--- config.mk ---
export PLATFORM = sky130hd
export DESIGN_NAME = pci_io_window_decoder
export DESIGN_NICKNAME = d
export VERILOG_FILES = /design/src/rtl/pcid_pkg.sv /design/src/rtl/pcid_cmd_reg.sv /design/src/rtl/pcid_cycle_track.sv /design/src/rtl/pcid_window_match.sv /design/src/rtl/pci_io_window_decoder.sv
export SDC_FILE = /design/constraint.sdc
export NUM_CORES = 1
export LEC_CHECK = 0
export ABC_CLOCK_PERIOD_IN_PS = 3200
export CORE_AREA = 5 5 54 56
export CTS_BUF_LIST = sky130_fd_sc_hd__clkbuf_4
export DETAILED_ROUTE_END_ITERATION = 8
export DIE_AREA = 0 0 59 61
export DONT_BUFFER_PORTS = 1
export GPL_ROUTABILITY_DRIVEN = 0
export GPL_TIMING_DRIVEN = 0
export PLACE_DENSITY = 0.62
export REMOVE_ABC_BUFFERS = 1
export SETUP_SLACK_MARGIN = 0.4
export SLEW_MARGIN = 20
export SYNTH_ARGS = -nofsm -noshare
export SYNTH_HDL_FRONTEND = slang
export SYNTH_SLANG_ARGS = --single-unit
--- constraint.sdc ---
create_clock -name clk -period 3.2 [get_ports clk]
set_clock_uncertainty 0.15 [all_clocks]
set_input_delay 0.48 -clock clk [delete_from_list [all_inputs] [get_ports clk]]
set_output_delay 0.48 -clock clk [all_outputs]
set_load 0.005 [all_outputs]
--- src/rtl/pcid_pkg.sv ---
`timescale 1ns/1ps
package pcid_pkg;

  typedef enum logic [3:0] {
    CMD_INT_ACK    = 4'h0,
    CMD_SPECIAL    = 4'h1,
    CMD_IO_READ    = 4'h2,
    CMD_IO_WRITE   = 4'h3,
    CMD_RSVD_4     = 4'h4,
    CMD_RSVD_5     = 4'h5,
    CMD_MEM_READ   = 4'h6,
    CMD_MEM_WRITE  = 4'h7,
    CMD_RSVD_8     = 4'h8,
    CMD_RSVD_9     = 4'h9,
    CMD_CFG_READ   = 4'hA,
    CMD_CFG_WRITE  = 4'hB,
    CMD_MEM_RD_MUL = 4'hC,
    CMD_DUAL_ADDR  = 4'hD,
    CMD_MEM_RD_LN  = 4'hE,
    CMD_MEM_WR_INV = 4'hF
  } bus_cmd_e;

  typedef enum logic {
    WIN_INDEX = 1'b0,
    WIN_DMA   = 1'b1
  } win_id_e;

  typedef enum logic {
    PH_IDLE = 1'b0,
    PH_BUSY = 1'b1
  } bus_phase_e;

  localparam int EN_IO  = 0;
  localparam int EN_MEM = 1;
  localparam int EN_BM  = 2;

  function automatic logic is_io_access(input logic [3:0] code);
    return (code == CMD_IO_READ) || (code == CMD_IO_WRITE);
  endfunction

endpackage

--- src/rtl/pcid_cmd_reg.sv ---
`timescale 1ns/1ps
module pcid_cmd_reg #(
  parameter int EN_W = 3
) (
  input  logic            clk,
  input  logic            rst,
  input  logic            wr,
  input  logic [EN_W-1:0] wdata,
  output logic [EN_W-1:0] q
);

  always_ff @(posedge clk) begin
    if (rst) begin
      q <= '0;
    end else if (wr) begin
      q <= wdata;
    end
  end

endmodule

--- src/rtl/pcid_cycle_track.sv ---
`timescale 1ns/1ps
module pcid_cycle_track
  import pcid_pkg::*;
(
  input  logic clk,
  input  logic rst,
  input  logic frame_n,
  input  logic irdy_n,
  output logic start,
  output logic finish,
  output logic busy
);

  bus_phase_e phase_q;

  assign start  = (phase_q == PH_IDLE) && !frame_n;
  assign finish = (phase_q == PH_BUSY) && frame_n && irdy_n;
  assign busy   = (phase_q == PH_BUSY);

  always_ff @(posedge clk) begin
    if (rst) begin
      phase_q <= PH_IDLE;
    end else if (start) begin
      phase_q <= PH_BUSY;
    end else if (finish) begin
      phase_q <= PH_IDLE;
    end
  end

endmodule

--- src/rtl/pcid_window_match.sv ---
`timescale 1ns/1ps
module pcid_window_match #(
  parameter int AW         = 32,
  parameter int SPAN_BITS  = 2,
  parameter int LIMIT_BITS = 32
) (
  input  logic [AW-1:0]        addr,
  input  logic [AW-1:0]        base,
  output logic                 match,
  output logic [SPAN_BITS-1:0] offs
);

  logic base_ok;
  logic unused_base_low;

  assign unused_base_low = ^base[SPAN_BITS-1:0];

  generate
    if (LIMIT_BITS < AW) begin : g_limited
      assign base_ok = ~|base[AW-1:LIMIT_BITS];
    end else begin : g_anywhere
      assign base_ok = 1'b1;
    end
  endgenerate

  assign match = base_ok && (addr[AW-1:SPAN_BITS] == base[AW-1:SPAN_BITS]);
  assign offs  = addr[SPAN_BITS-1:0];

endmodule

--- src/rtl/pci_io_window_decoder.sv ---
`timescale 1ns/1ps
module pci_io_window_decoder
  import pcid_pkg::*;
#(
  parameter int AW        = 32,
  parameter int EN_W      = 3,
  parameter int IDX_BITS  = 2,
  parameter int DMA_BITS  = 4,
  parameter int DMA_LIMIT = 16,
  localparam int OFF_W    = (IDX_BITS > DMA_BITS) ? IDX_BITS : DMA_BITS
) (
  input  logic             clk,
  input  logic             rst,
  input  logic             frame_n,
  input  logic             irdy_n,
  input  logic [AW-1:0]    ad,
  input  logic [3:0]       cbe,
  input  logic             cmd_wr,
  input  logic [EN_W-1:0]  cmd_wdata,
  input  logic [AW-1:0]    legacy_base,
  input  logic [AW-1:0]    dma_base,
  output logic [EN_W-1:0]  cmd_en,
  output logic             hit,
  output logic             window_id,
  output logic [OFF_W-1:0] offset,
  output logic             devsel_n
);

  logic                cyc_start, cyc_finish, cyc_busy;
  logic                idx_match, dma_match;
  logic [IDX_BITS-1:0] idx_offs;
  logic [DMA_BITS-1:0] dma_offs;
  logic                io_ok, idx_hit, dma_hit;
  logic                hit_q, id_q, dev_q;
  logic [OFF_W-1:0]    off_q, off_sel;

  pcid_cmd_reg #(.EN_W(EN_W)) u_cmd (
    .clk(clk), .rst(rst), .wr(cmd_wr), .wdata(cmd_wdata), .q(cmd_en)
  );

  pcid_cycle_track u_track (
    .clk(clk), .rst(rst), .frame_n(frame_n), .irdy_n(irdy_n),
    .start(cyc_start), .finish(cyc_finish), .busy(cyc_busy)
  );

  pcid_window_match #(.AW(AW), .SPAN_BITS(IDX_BITS), .LIMIT_BITS(AW)) u_idx (
    .addr(ad), .base(legacy_base), .match(idx_match), .offs(idx_offs)
  );

  pcid_window_match #(.AW(AW), .SPAN_BITS(DMA_BITS), .LIMIT_BITS(DMA_LIMIT)) u_dma (
    .addr(ad), .base(dma_base), .match(dma_match), .offs(dma_offs)
  );

  assign io_ok   = cmd_en[EN_IO] && is_io_access(cbe);
  assign idx_hit = io_ok && idx_match;
  assign dma_hit = io_ok && dma_match && !idx_match;

  always_comb begin
    off_sel = '0;
    if (idx_hit) begin
      off_sel = OFF_W'(idx_offs);
    end else if (dma_hit) begin
      off_sel = OFF_W'(dma_offs);
    end
  end

  always_ff @(posedge clk) begin
    if (rst) begin
      hit_q <= 1'b0;
      id_q  <= WIN_INDEX;
      off_q <= '0;
      dev_q <= 1'b0;
    end else if (cyc_start) begin
      hit_q <= idx_hit || dma_hit;
      id_q  <= dma_hit ? WIN_DMA : WIN_INDEX;
      off_q <= off_sel;
      dev_q <= 1'b0;
    end else if (cyc_finish) begin
      hit_q <= 1'b0;
      id_q  <= WIN_INDEX;
      off_q <= '0;
      dev_q <= 1'b0;
    end else if (cyc_busy) begin
      dev_q <= hit_q;
    end
  end

  assign hit       = hit_q;
  assign window_id = id_q;
  assign offset    = off_q;
  assign devsel_n  = !dev_q;

endmodule

**Word level (Yosys, flattened, before mapping)**

Index checks and enable logic that the tools add are counted.

- Bits in registers: 11
- Input port bits: 108
- Output and inout port bits: 10
- Word-level logic and storage cells: 37

- Eq/ne operators: 4
- Multiplexer cells: 9
- Bitwise logic cells: 1
- Reductions and logical operators: 17

Operators with widths:

| kind | number |
|---|---|
| $eq A30 B30 Y1 | 1 |
| $eq A28 B28 Y1 | 1 |
| $mux W4 | 4 |
| $reduce_or A16 Y1 | 1 |
| $eq A4 B2 Y1 const B | 2 |
| $logic_and A1 B1 Y1 | 8 |
| $mux W1 | 5 |
| $logic_not A1 Y1 | 4 |
| $reduce_or A3 Y1 | 1 |
| $logic_or A1 B1 Y1 | 2 |
| $reduce_bool A2 Y1 | 1 |
| $not A1 Y1 | 1 |

**Logic depth before layout (Yosys ltp)**

- Depth in word-level cells: 8
- Gate-level depth with buffers: 6

**Cells and area by module**

Synthesis repeated with hierarchy kept, for this count alone.

- Cell total of the unflattened synthesis: 125
- Area total of the unflattened synthesis: 1099.8 sq um

By module, submodules not included:

| module | instances | cells an instance | area an instance (sq um) | seq. area each (sq um) |
|---|---|---|---|---|
| pcid_window_match at u_idx | 1 | 42 | 345.3 | 0.0 |
| pcid_window_match at u_dma | 1 | 42 | 331.6 | 0.0 |
| pci_io_window_decoder | 1 | 27 | 275.3 | 140.1 |
| pcid_cmd_reg | 1 | 9 | 101.3 | 60.1 |
| pcid_cycle_track | 1 | 5 | 46.3 | 20.0 |

**Worst setup path after synthesis**

OpenSTA, ideal clock, no wires.

- Kind: input to register
- Start: input port dma_base[17]
- End: register off_q[2] (netlist: offset[2])
- Library setup time: 59 ps
- Data arrival time: 1774 ps
- Data required time: 2991 ps
- Setup slack: 1217 ps
- Stages on the path: 5
- Cells stage by stage: nor4_1 > nand4_1 > or4_4 > nor4_4 > a22o_1

- Longest elaborated chain between the ends: 8
- Elaborated cells between the ends (all ways): 9
- Those cells by class: eq/ne: 1; mux: 3; reduce/logical: 5

RTL lines:

| what | RTL line | source |
|---|---|---|
| start, declared | pci_io_window_decoder.sv:21 | `input logic [AW-1:0] dma_base,` |
| $reduce_or A16 Y1 | pcid_window_match.sv:20 | `assign base_ok = ~\|base[AW-1:LIMIT_BITS];` |
| $logic_not A1 Y1 | pcid_window_match.sv:20 |  |
| $logic_and A1 B1 Y1 (*) | pcid_window_match.sv:26 | `assign match = base_ok && (addr[AW-1:SPAN_BITS] == base[AW-1:SPAN_BITS]);` |
| $logic_and A1 B1 Y1 (*) (2 in series) | pci_io_window_decoder.sv:56 | `assign dma_hit = io_ok && dma_match && !idx_match;` |
| $mux W4 (*) | pci_io_window_decoder.sv:62 | `end else if (dma_hit) begin` |
| $mux W4 (*) | pci_io_window_decoder.sv:60 | `if (idx_hit) begin` |
| $mux W4 (*) | pci_io_window_decoder.sv:73 | `end else if (cyc_start) begin` |
| end signal, assigned | pci_io_window_decoder.sv:76 | `off_q <= off_sel;` |
| end, declared | pci_io_window_decoder.sv:35 | `logic [OFF_W-1:0] off_q, off_sel;` |

Every way passes the cells marked *; elsewhere a longest branch is shown, timed or not.
A chain may end at the register's enable or synchronous reset.

**Worst setup path in the final report**

- Start: input port dma_base[21]
- End: register off_q[2] (netlist: offset[2])

The elaborated chain is that of the path after synthesis.

==> impl_metrics.xml <==
<?xml version="1.0" encoding="UTF-8"?>
<metrics>
  <group name="clock_network">
    <metric name="cts.sink_count" unit="">11</metric>
    <metric name="tritoncts_clock_tree" unit="">done</metric>
    <metric name="cts_made_buffers" unit="">3</metric>
    <metric name="post-cts-setup-buffer-count" unit="">0</metric>
    <metric name="htree_num_levels" unit="">1</metric>
    <metric name="cts_hold_buffers" unit="">0</metric>
    <metric name="worst_skew_pair.late_latency" unit="ns">0.27</metric>
    <metric name="cts.root.buffer_cell" unit="">clkbuf_4</metric>
    <metric name="cts_repair_resize_count" unit="">0</metric>
    <metric name="cts.reportedPaths.clkPinSlew" unit="ns">0.07</metric>
    <metric name="largest_buffer_count_on_any_clock_path" unit="">2</metric>
  </group>
  <group name="setup_path">
    <metric name="crit_path_max_fanout" unit="">3</metric>
    <metric name="path_cells" unit="">nor4_2 -&gt; nand4_1 -&gt; or4_4 -&gt; nor4_4 -&gt; a22o_1</metric>
    <metric name="timing.setup.critical_path_class" unit="">in2reg</metric>
    <metric name="setup.worst_path.end_class" unit="">register</metric>
    <metric name="worstPathBufferInverterCount" unit="">0</metric>
    <metric name="slowest_delay" unit="ns">0.51</metric>
    <metric name="critPathTopFamily" unit="">simple AND/OR/NAND/NOR gates</metric>
    <metric name="critical_path_launch_point_type" unit="">primary input</metric>
    <metric name="crit_required" unit="ns">3.26</metric>
    <metric name="cp_data_arrival_time" unit="ns">1.97</metric>
    <metric name="critical-path-slowest-cell" unit="">or4_4</metric>
  </group>
  <group name="flow_run">
    <metric name="maximum_capacitance_violations" unit="">0</metric>
  </group>
  <group name="placement">
    <metric name="post-place-ws" unit="ns">1.01</metric>
    <metric name="hpwl" unit="mm">2.91</metric>
    <metric name="portBuffers" unit="">0</metric>
  </group>
  <group name="floorplanning">
    <metric name="rows" unit="">18</metric>
    <metric name="dieArea" unit="mm²">0.00360</metric>
    <metric name="design.core.area" unit="mm²">0.00239</metric>
    <metric name="initial_utilization" unit="">0.450</metric>
    <metric name="die_width" unit="µm">59</metric>
    <metric name="top_level_ports" unit="">118</metric>
    <metric name="die_extent_in_y" unit="µm">61</metric>
  </group>
  <group name="layout">
    <metric name="num_antenna_cells" unit="">0</metric>
    <metric name="drive_gt1_frac" unit="">0.0917</metric>
    <metric name="final_net_count" unit="">229</metric>
    <metric name="fin_util" unit="">0.478</metric>
    <metric name="area.growth.synth_to_final" unit="%">6.29</metric>
  </group>
  <group name="drt">
    <metric name="drt_iter0_drc" unit="">24</metric>
    <metric name="finalWirelength" unit="mm">3.04</metric>
    <metric name="drtPass1Iterations" unit="">4</metric>
    <metric name="via_per_inst" unit="">5.89</metric>
    <metric name="route.detailed.drc" unit="">0</metric>
    <metric name="vias" unit="">884</metric>
    <metric name="drt.antenna.violating_nets" unit="">0</metric>
    <metric name="wl_per_cell" unit="µm">20.3</metric>
  </group>
  <group name="sta">
    <metric name="clock.fmax" unit="MHz">522</metric>
    <metric name="finalSetupViolations" unit="">0</metric>
    <metric name="final.min_clock_period" unit="ns">1.92</metric>
    <metric name="drv_slew" unit="">0</metric>
    <metric name="timing.final.crit_share" unit="">0.599</metric>
    <metric name="max_slew_margin" unit="">0.681</metric>
    <metric name="worstMarginPinSlew" unit="ns">0.474</metric>
    <metric name="finalWorstSetupSlack" unit="ns">1.28</metric>
    <metric name="setup_total_negative_slack" unit="ns">0</metric>
    <metric name="final_hold_viol_count" unit="">0</metric>
    <metric name="grt_setup_unrepaired" unit="">no</metric>
  </group>
  <group name="pwr">
    <metric name="max-vdd-ir-drop" unit="mV">0.192</metric>
    <metric name="static_leak" unit="nW">0.398</metric>
    <metric name="fin_total_pwr" unit="mW">0.319</metric>
    <metric name="p_per_area" unit="mW/mm²">279</metric>
  </group>
  <group name="grt">
    <metric name="grt_start_max_net_pins" unit="">8</metric>
    <metric name="grt_antenna_before_repair" unit="">0</metric>
    <metric name="globalRouteOverflowTotal" unit="">0</metric>
    <metric name="grt.total_usage" unit="">0.167</metric>
    <metric name="vias_in_the_first_global_route" unit="">1075</metric>
    <metric name="grt_pass1_wl" unit="mm">4.51</metric>
  </group>
  <group name="synthesis">
    <metric name="synth_cells" unit="">116</metric>
    <metric name="postSynthAreaPerCell" unit="µm²">9.25</metric>
    <metric name="synth-seq-cells" unit="">11</metric>
    <metric name="yosys.cell_types.count" unit="">23</metric>
    <metric name="synth_warnings" unit="">0</metric>
    <metric name="netlist_area" unit="mm²">0.00107</metric>
    <metric name="synth.yosys.seq_area_share" unit="">0.205</metric>
  </group>
  <group name="outcome">
    <metric name="run_status" unit="">complete, no violations</metric>
  </group>
  <group name="hold_path">
    <metric name="min-delay-path-class" unit="">in2reg</metric>
  </group>
</metrics>
==> final cells by class <==
class / count / area (µm²)
well taps: 30 / 37.5
fillers: 266 / 1250
inverters: 1 / 3.75
flip-flops and latches: 11 / 220
multi-input cells: 104 / 850
clock buffers: 4 / 30.0
==> registers in the layout, summed over array words and instances, names as in the netlist <==
name and cells:
offset 4, u_cmd.q 3, dev_q 1, hit 1, u_track.busy 1, window_id 1
==> stage by stage <==
stage / instance area (µm²) / cells / hold WS, ns
2_1_floorplan: 1070 / 116 / 0.301
3_3_place_gp: 1110 / 146 / 0.336
3_5_place_dp: 1110 / 146 / 0.343
4_1_cts: 1140 / 150 / 0.120
5_1_grt: 1140 / 150 / 0.106
6_report: 1140 / 150 / 0.123
==> synthesized netlist by cell type <==
cell type	count	area, µm²
nor3b_1	1	7.51
nor4b_1	1	8.76
nand2b_1	1	6.26
nand4_4	1	21.3
or4_4	1	11.3
nor4_2	3	37.5
inv_1	1	3.75
a22o_1	4	35.0
nand2_1	2	7.51
o21ba_2	1	10.0
xnor2_1	19	166
o21ai_0	1	5.00
dfxtp_1	11	220
nor4_4	1	21.3
a21o_1	2	15.0
nand4_1	6	37.5
nand3_1	2	10.0
mux2i_1	4	40.0
a21oi_1	1	5.00
xor2_1	35	307
nor3_1	2	10.0
nor2_1	5	18.8
nor4_1	11	68.8
==> cell families after synthesis <==
kind of cell,count (synthesis),share of synthesized area
buffers and inverters,1,0.00349
and+or+nand+nor,37,0.248
muxes,4,0.0373
xor gates and xnor gates,54,0.441
DFF,11,0.205
AOI/OAI and AO/OA,9,0.0653
==> report_power, final <==
part	internal [mW]	total [mW]	switching (mW)	leakage [nW]
clock network	0.0567	0.101	0.0447	0.0184
registers	0.140	0.143	0.00278	0.0895
logic	0.0442	0.0746	0.0303	0.290
==> worst paths after layout <==
| kind | slack (ns) | from | endpoint | cells after the start |
|---|---|---|---|---|
| setup / recovery | 1.28 | dma_base[21] | offset[2] | 5 |
| hold / removal | 0.12 | rst | u_track.busy | 1 |
| setup reg to reg | 1.87 | u_track.busy | offset[0] | 4 |
| hold reg to reg | 0.35 | window_id | window_id | 1 |
==> per-layer routing <==
metal	track usage	wire, µm	share of wire	vias to the layer above
li1	-	-	-	425
met1	0.174	1070	0.35	388
met2	0.322	1560	0.51	67
met3	0.0532	378	0.12	4
met5	0	0	0	-
met4	0.0388	31	0.010	0
==> placed cells by master (no fill, tap or decap), types with 3 or more instances in the layout <==
master / Yosys / routed
xor2_1: 35 / 35
nor2_1: 5 / 5
nor4_2: 3 / 3
mux2i_1: 4 / 4
a22o_1: 4 / 4
dfxtp_1: 11 / 11
xnor2_1: 19 / 19
clkbuf_4: 0 / 4
nand4_1: 6 / 6
nor4_1: 11 / 11
Note: power is estimated with default switching activity, not from simulation.
